<file path="config.mk">
export PLATFORM = sky130hd
export DESIGN_NAME = cla_adder
export DESIGN_NICKNAME = d
export VERILOG_FILES = /design/src/rtl/cla_pkg.sv /design/src/rtl/cla_gp_gen.sv /design/src/rtl/cla_carry_net.sv /design/src/rtl/cla_sum_xor.sv /design/src/rtl/cla_adder.sv
export SDC_FILE = /design/constraint.sdc
export NUM_CORES = 1
export LEC_CHECK = 0
export ABC_AREA = 1
export ABC_CLOCK_PERIOD_IN_PS = 1800
export BUFFER_PORTS_ARGS = -buffer_cell sky130_fd_sc_hd__buf_2
export CORE_AREA = 3 3 40 42
export DETAILED_ROUTE_END_ITERATION = 8
export DIE_AREA = 0 0 43 45
export PLACE_DENSITY = 0.45
export RECOVER_POWER = 50
export SLEW_MARGIN = 5
export SYNTH_ARGS = -nofsm -noshare
export SYNTH_HDL_FRONTEND = slang
export SYNTH_SLANG_ARGS = --single-unit
</file>
<file path="constraint.sdc">
create_clock -name vclk -period 1.8
set_input_delay 0.18 -clock vclk [all_inputs]
set_output_delay 0.18 -clock vclk [all_outputs]
set_load 0.02 [all_outputs]
</file>
<file path="src/rtl/cla_pkg.sv">
// Package: cla_pkg
// Shared helpers for the lookahead adder. Assumes operand widths of at most
// SPAN_MAX bits.
package cla_pkg;
    localparam int SPAN_MAX = 64;

    // AND of v[lo] .. v[hi-1]; an empty range yields 1.
    function automatic logic span_and(input logic [SPAN_MAX-1:0] v,
                                      input int lo, input int hi);
        logic r;
        r = 1'b1;
        for (int i = 0; i < SPAN_MAX; i++) begin
            if (i >= lo && i < hi) r = r & v[i];
        end
        return r;
    endfunction
endpackage

</file>
<file path="src/rtl/cla_gp_gen.sv">
// Module: cla_gp_gen
// Forms the per-bit generate and propagate flags from the two operands.
// Assumes nothing beyond matching operand widths.
module cla_gp_gen #(
    parameter int WIDTH = 4
) (
    input  logic [WIDTH-1:0] a,
    input  logic [WIDTH-1:0] b,
    output logic [WIDTH-1:0] gen,
    output logic [WIDTH-1:0] prop
);
    // One generate and one propagate flag for each bit position.
    for (genvar i = 0; i < WIDTH; i++) begin : g_bit
        assign gen[i]  = a[i] & b[i];
        assign prop[i] = a[i] | b[i];
    end

    // Generate may only ever appear where propagate is also set.
    always_comb begin
        a_r1_gen_implies_prop: assert ((gen & ~prop) == '0)
            else $error("R1: generate set without propagate");
    end
endmodule

</file>
<file path="src/rtl/cla_carry_net.sv">
// Module: cla_carry_net
// Produces every carry as a flat sum of products of generate/propagate flags
// and the carry input. carry[0] is cin and carry[WIDTH] is the carry out.
// Assumes WIDTH <= cla_pkg::SPAN_MAX.
module cla_carry_net #(
    parameter int WIDTH = 4
) (
    input  logic [WIDTH-1:0] gen,
    input  logic [WIDTH-1:0] prop,
    input  logic             cin,
    output logic [WIDTH:0]   carry
);
    localparam int SPAN = cla_pkg::SPAN_MAX;

    logic [SPAN-1:0] prop_ext;
    assign prop_ext = SPAN'(prop);
    assign carry[0] = cin;

    // One flat OR of k+1 product terms for each carry position k.
    for (genvar k = 1; k <= WIDTH; k++) begin : g_carry
        logic term_or;
        // Combine the cin term with the generate terms of bits 0..k-1.
        always_comb begin
            term_or = cin & cla_pkg::span_and(prop_ext, 0, k);
            for (int j = 0; j < k; j++) begin
                term_or = term_or | (gen[j] & cla_pkg::span_and(prop_ext, j + 1, k));
            end
        end
        assign carry[k] = term_or;
    end

    // Cross-check the flat carries against the stage recurrence and the
    // blocked-carry case.
    always_comb begin
        for (int k = 0; k < WIDTH; k++) begin
            a_r3_recurrence: assert (carry[k+1] == (gen[k] | (prop[k] & carry[k])))
                else $error("R3: carry %0d breaks recurrence", k + 1);
        end
        if (gen == '0 && !cin) begin
            a_r4_no_source: assert (carry[WIDTH] == 1'b0)
                else $error("R4: carry out without any source");
        end
    end
endmodule

</file>
<file path="src/rtl/cla_sum_xor.sv">
// Module: cla_sum_xor
// Forms each sum bit from its operand bits and the lookahead carry into it.
// Assumes the carries are already resolved.
module cla_sum_xor #(
    parameter int WIDTH = 4
) (
    input  logic [WIDTH-1:0] a,
    input  logic [WIDTH-1:0] b,
    input  logic [WIDTH-1:0] carry_in,
    output logic [WIDTH-1:0] sum
);
    // One three-input XOR for each sum bit.
    for (genvar i = 0; i < WIDTH; i++) begin : g_sum
        assign sum[i] = a[i] ^ b[i] ^ carry_in[i];
    end
endmodule

</file>
<file path="src/rtl/cla_adder.sv">
// Module: cla_adder
// Combinational unsigned lookahead adder: sum/cout = a + b + cin.
// No clock or state; assumes WIDTH <= cla_pkg::SPAN_MAX.
module cla_adder #(
    parameter int WIDTH = 4
) (
    input  logic [WIDTH-1:0] a,
    input  logic [WIDTH-1:0] b,
    input  logic             cin,
    output logic [WIDTH-1:0] sum,
    output logic             cout
);
    logic [WIDTH-1:0] gen;
    logic [WIDTH-1:0] prop;
    logic [WIDTH:0]   carry;

    cla_gp_gen #(.WIDTH(WIDTH)) u_gp (
        .a(a), .b(b), .gen(gen), .prop(prop)
    );

    cla_carry_net #(.WIDTH(WIDTH)) u_carry (
        .gen(gen), .prop(prop), .cin(cin), .carry(carry)
    );

    cla_sum_xor #(.WIDTH(WIDTH)) u_sum (
        .a(a), .b(b), .carry_in(carry[WIDTH-1:0]), .sum(sum)
    );

    // Carry out of the top bit.
    assign cout = carry[WIDTH];

    // The port-level result must match a plain addition.
    always_comb begin
        a_r5_low_bit: assert (sum[0] == (a[0] ^ b[0] ^ cin))
            else $error("R5: sum bit 0 wrong");
        a_r6_total: assert ({cout, sum} ==
                            ({1'b0, a} + {1'b0, b} + {{WIDTH{1'b0}}, cin}))
            else $error("R6: result differs from a+b+cin");
    end
endmodule

</file>
==> flow_results.org <==
** Floorplan
- Floorplan die width :: 43 um
- IO Count :: 14
- The floorplan has 13 rows.
- The floorplan step defined a die boundary enclosing 0.00194 mm2.
- The core region is around 0.0013 mm2.
- The initial utilization of the core area, before any placement, comes to 0.211.
- From bottom edge to top edge, the die measures 45 um.

** Yosys
- Of the synthesized area, sequential elements account for 0.
- In this run the cell area of the synthesized design comes to 272 um2.
- Of the total synthesized cell area, the portion taken by AND, OR, NAND and NOR gates is 0.258.
- Area share of the largest cell type after synthesis :: 0.369
- Library cell occupying the most area in the post-synthesis netlist :: ha_1
- Syn Nets :: 60
- Main combinational cell family by area after synthesis :: adder cells
- Yosys warns :: 0
- Of the total synthesized cell area, the portion taken by XOR and XNOR cells is 0.0645.
- Number of unique standard cell types used by synthesis :: 11
- The portion of synthesized area spent on multiplexers is 0.
- Post-synthesis compound-gate area fraction :: 0
- Average instance area after synthesis :: 6.46 um2
- Adder and majority cell fraction of the synthesized area :: 0.442
- Cells after Synth :: 42
- Ranked by total cell area, the synthesized netlist is headed by ha_1 37%, inv_1 24%, nand2_1 9.7%.

** Finish
- Storage element area :: 0 um2
- Clock buffers in the final layout number 0.
- Highest-count cells in the layout ignoring fill and taps :: 17 x inv_1, 12 x buf_2, 8 x ha_1
- Area growth from synthesis to final layout :: 31.8%
- The count of cells in the finished layout, fillers not included, comes to 71.
- Once layout is done, the placed cells without fillers occupy 358 um2.
- Final #Nets :: 76
- Diodes inserted :: 0
- Of the cells placed in the final design, the portion with a size suffix greater than 1 is 0.268.
- The library cell used most frequently in the layout, excluding fill and tap cells, is inv_1.
- The design has 0 sequential cells.

** Min path
- Path class of the lowest-slack min-delay path :: in -> out

** Placed design
- Port Buffers :: 14
- Cell total after placement :: 71
- GPL Wtd Cong :: 0.680
- After legalization and detailed placement, the total HPWL measured 441 um.
- In this run the cell area measured after placement is around 360 um2.
- OpenSTA, run right after detailed placement, puts the worst setup slack at 0.513 ns.

** STA
- Once routing completed, OpenROAD measured the worst setup slack at 0.477 ns.
- Fin. Hold Viols :: 0
- Slew at the pin closest to its max-slew limit :: 0.248 ns
- In this run the tightest slew margin relative to its limit is 0.835.
- Final Setup Violations :: 0
- After layout, the minimum clock period comes to 1.32 ns.
- Setup repair after global routing left no endpoint under its margin.
- Highest attainable clock frequency :: approximately 760 MHz
- Dividing the final minimum period by the clock period gives 0.735.
- Final-report max-slew violation count :: 0
- Setup Total Neg Slack :: 0 ns

** Power
- Total power consumption of the routed design :: between 100 and 150 uW
- Of the total power, registers draw 0.
- Of the total power, combinational logic draws 1.000.
- Switching Fraction :: 0.614
- Switching power :: 62.9 uW
- Ratio of total power to cell area :: 286 mW/mm2
- Power share of the clock group :: 0
- Internal power :: 39.5 uW
- Standby leakage power :: approximately 0.24 nW
- The worst-case IR drop observed on VDD is 0.000110 V.

** Critical path
- Number of buffer and inverter stages on the critical path :: 3
- STA classifies the critical path endpoint as a primary output.
- Crit path cell chain :: buf_2, inv_1, fa_1, xnor2_1, clkbuf_1
- Longest individual stage delay on the worst path :: between 0.4 and 0.5 ns
- The kind of cell with the highest combined delay along the critical path is adder cells.
- The critical path in this run is classified as in -> out.
- Critical path data arrival time :: 1.14 ns
- Critical path startpoint category :: input pin
- Data on the critical path is required at its endpoint by 1.62 ns.
- Top fanout value on the critical path :: 2
- For this design, the slowest cell found on the critical path is fa_1.

** Global route
- Global routing finished with a remaining overflow of 0.
- Wire length of the first global-routing pass :: 710 um
- In the global route stage, met1 resource usage came out at 0.0621.
- The initial antenna violation count was 0.
- In the global route stage, overall resource usage came out at 0.0432.
- Number of global-route vias before repair :: 199
- Top Usage Layer GRT :: met2
- For met2 alone, demand over resource in global routing was 0.0778.
- For this run, global-route usage on met3 was measured as 0.
- Entering global routing, the biggest net connects 5 pins.

** Clock tree
- Resized cells post-CTS :: 0
- Once the clock tree was built, the setup fixing pass inserted 0 buffers.
- # hold bufs at CTS :: 0

** Flow run
- MaxCap Viol Count :: 0

** Drt
- Total wire length after detailed routing :: 462 um
- Remaining design rule violation count :: 0
- In the final routed layout, each cell accounts on average for roughly 6.5 um.
- Drt first pass iters :: 2
- Once detail routing completed, the nets flagged for antenna violations numbered 0.
- Detailed-route vias per instance :: 3.46
- In this run, the number of DRC markers left after iteration 0 of detailed routing was 1.
- The routed layout has ~250 vias.

** Outcome
- Run status :: completed
-- tightest hold or removal path, stage by stage --
cell and delay, ns:
buf_2 0.09, ha_1 0.13, inv_1 0.04, nand2_1 0.05, buf_2 0.15
-- per-layer routing --
metal | routed length, um | vias to the layer above
met4 | 0 | 0
met2 | 203 | 7
met3 | 34 | 0
met5 | 0 | -
li1 | - | 146
met1 | 223 | 93
-- synth_stat cells, drive strengths merged --
cell / number
xnor2: 1
nand2: 8
ha: 8
inv: 17
fa: 1
nand4: 1
nand3: 4
xor2: 1
nor2: 1
-- final cells by class --
class	instances	area, um2
fillers	154	927
well taps	15	18.8
multi-input cells	25	208
repair buffers	14	67.6
inverters	17	63.8
-- power groups by stage --
stage | registers [mW] | logic, mW | clock network, mW
6_report | 0 | 0.102 | 0
5_1_grt | 0 | 0.117 | 0
4_1_cts | 0 | 0.106 | 0
3_5_place_dp | 0 | 0.106 | 0
3_3_place_gp | 0 | 0.106 | 0
2_1_floorplan | 0 | 0.0705 | 0
-- worst paths after layout --
| path | endpoint | slack [ns] | start | depth (start not counted) |
|---|---|---|---|---|
| hold / removal | cout | 0.81 | b[3] | 5 |
| setup / recovery | sum[1] | 0.48 | a[0] | 5 |
-- logic make-up after synthesis --
group,Yosys count
xor+xnor,2
fa+ha+maj,9
buf+inv,17
simple gates,14
-- per-stage QoR --
step | hold WS, ns | util
final | 0.811 | 0.278
after detailed placement | 0.803 | 0.280
after global placement | 0.811 | 0.280
after floorplan | 0.605 | -
after global routing | 0.860 | 0.278
after CTS | 0.814 | 0.280
Power figures use the tool's default switching activity.
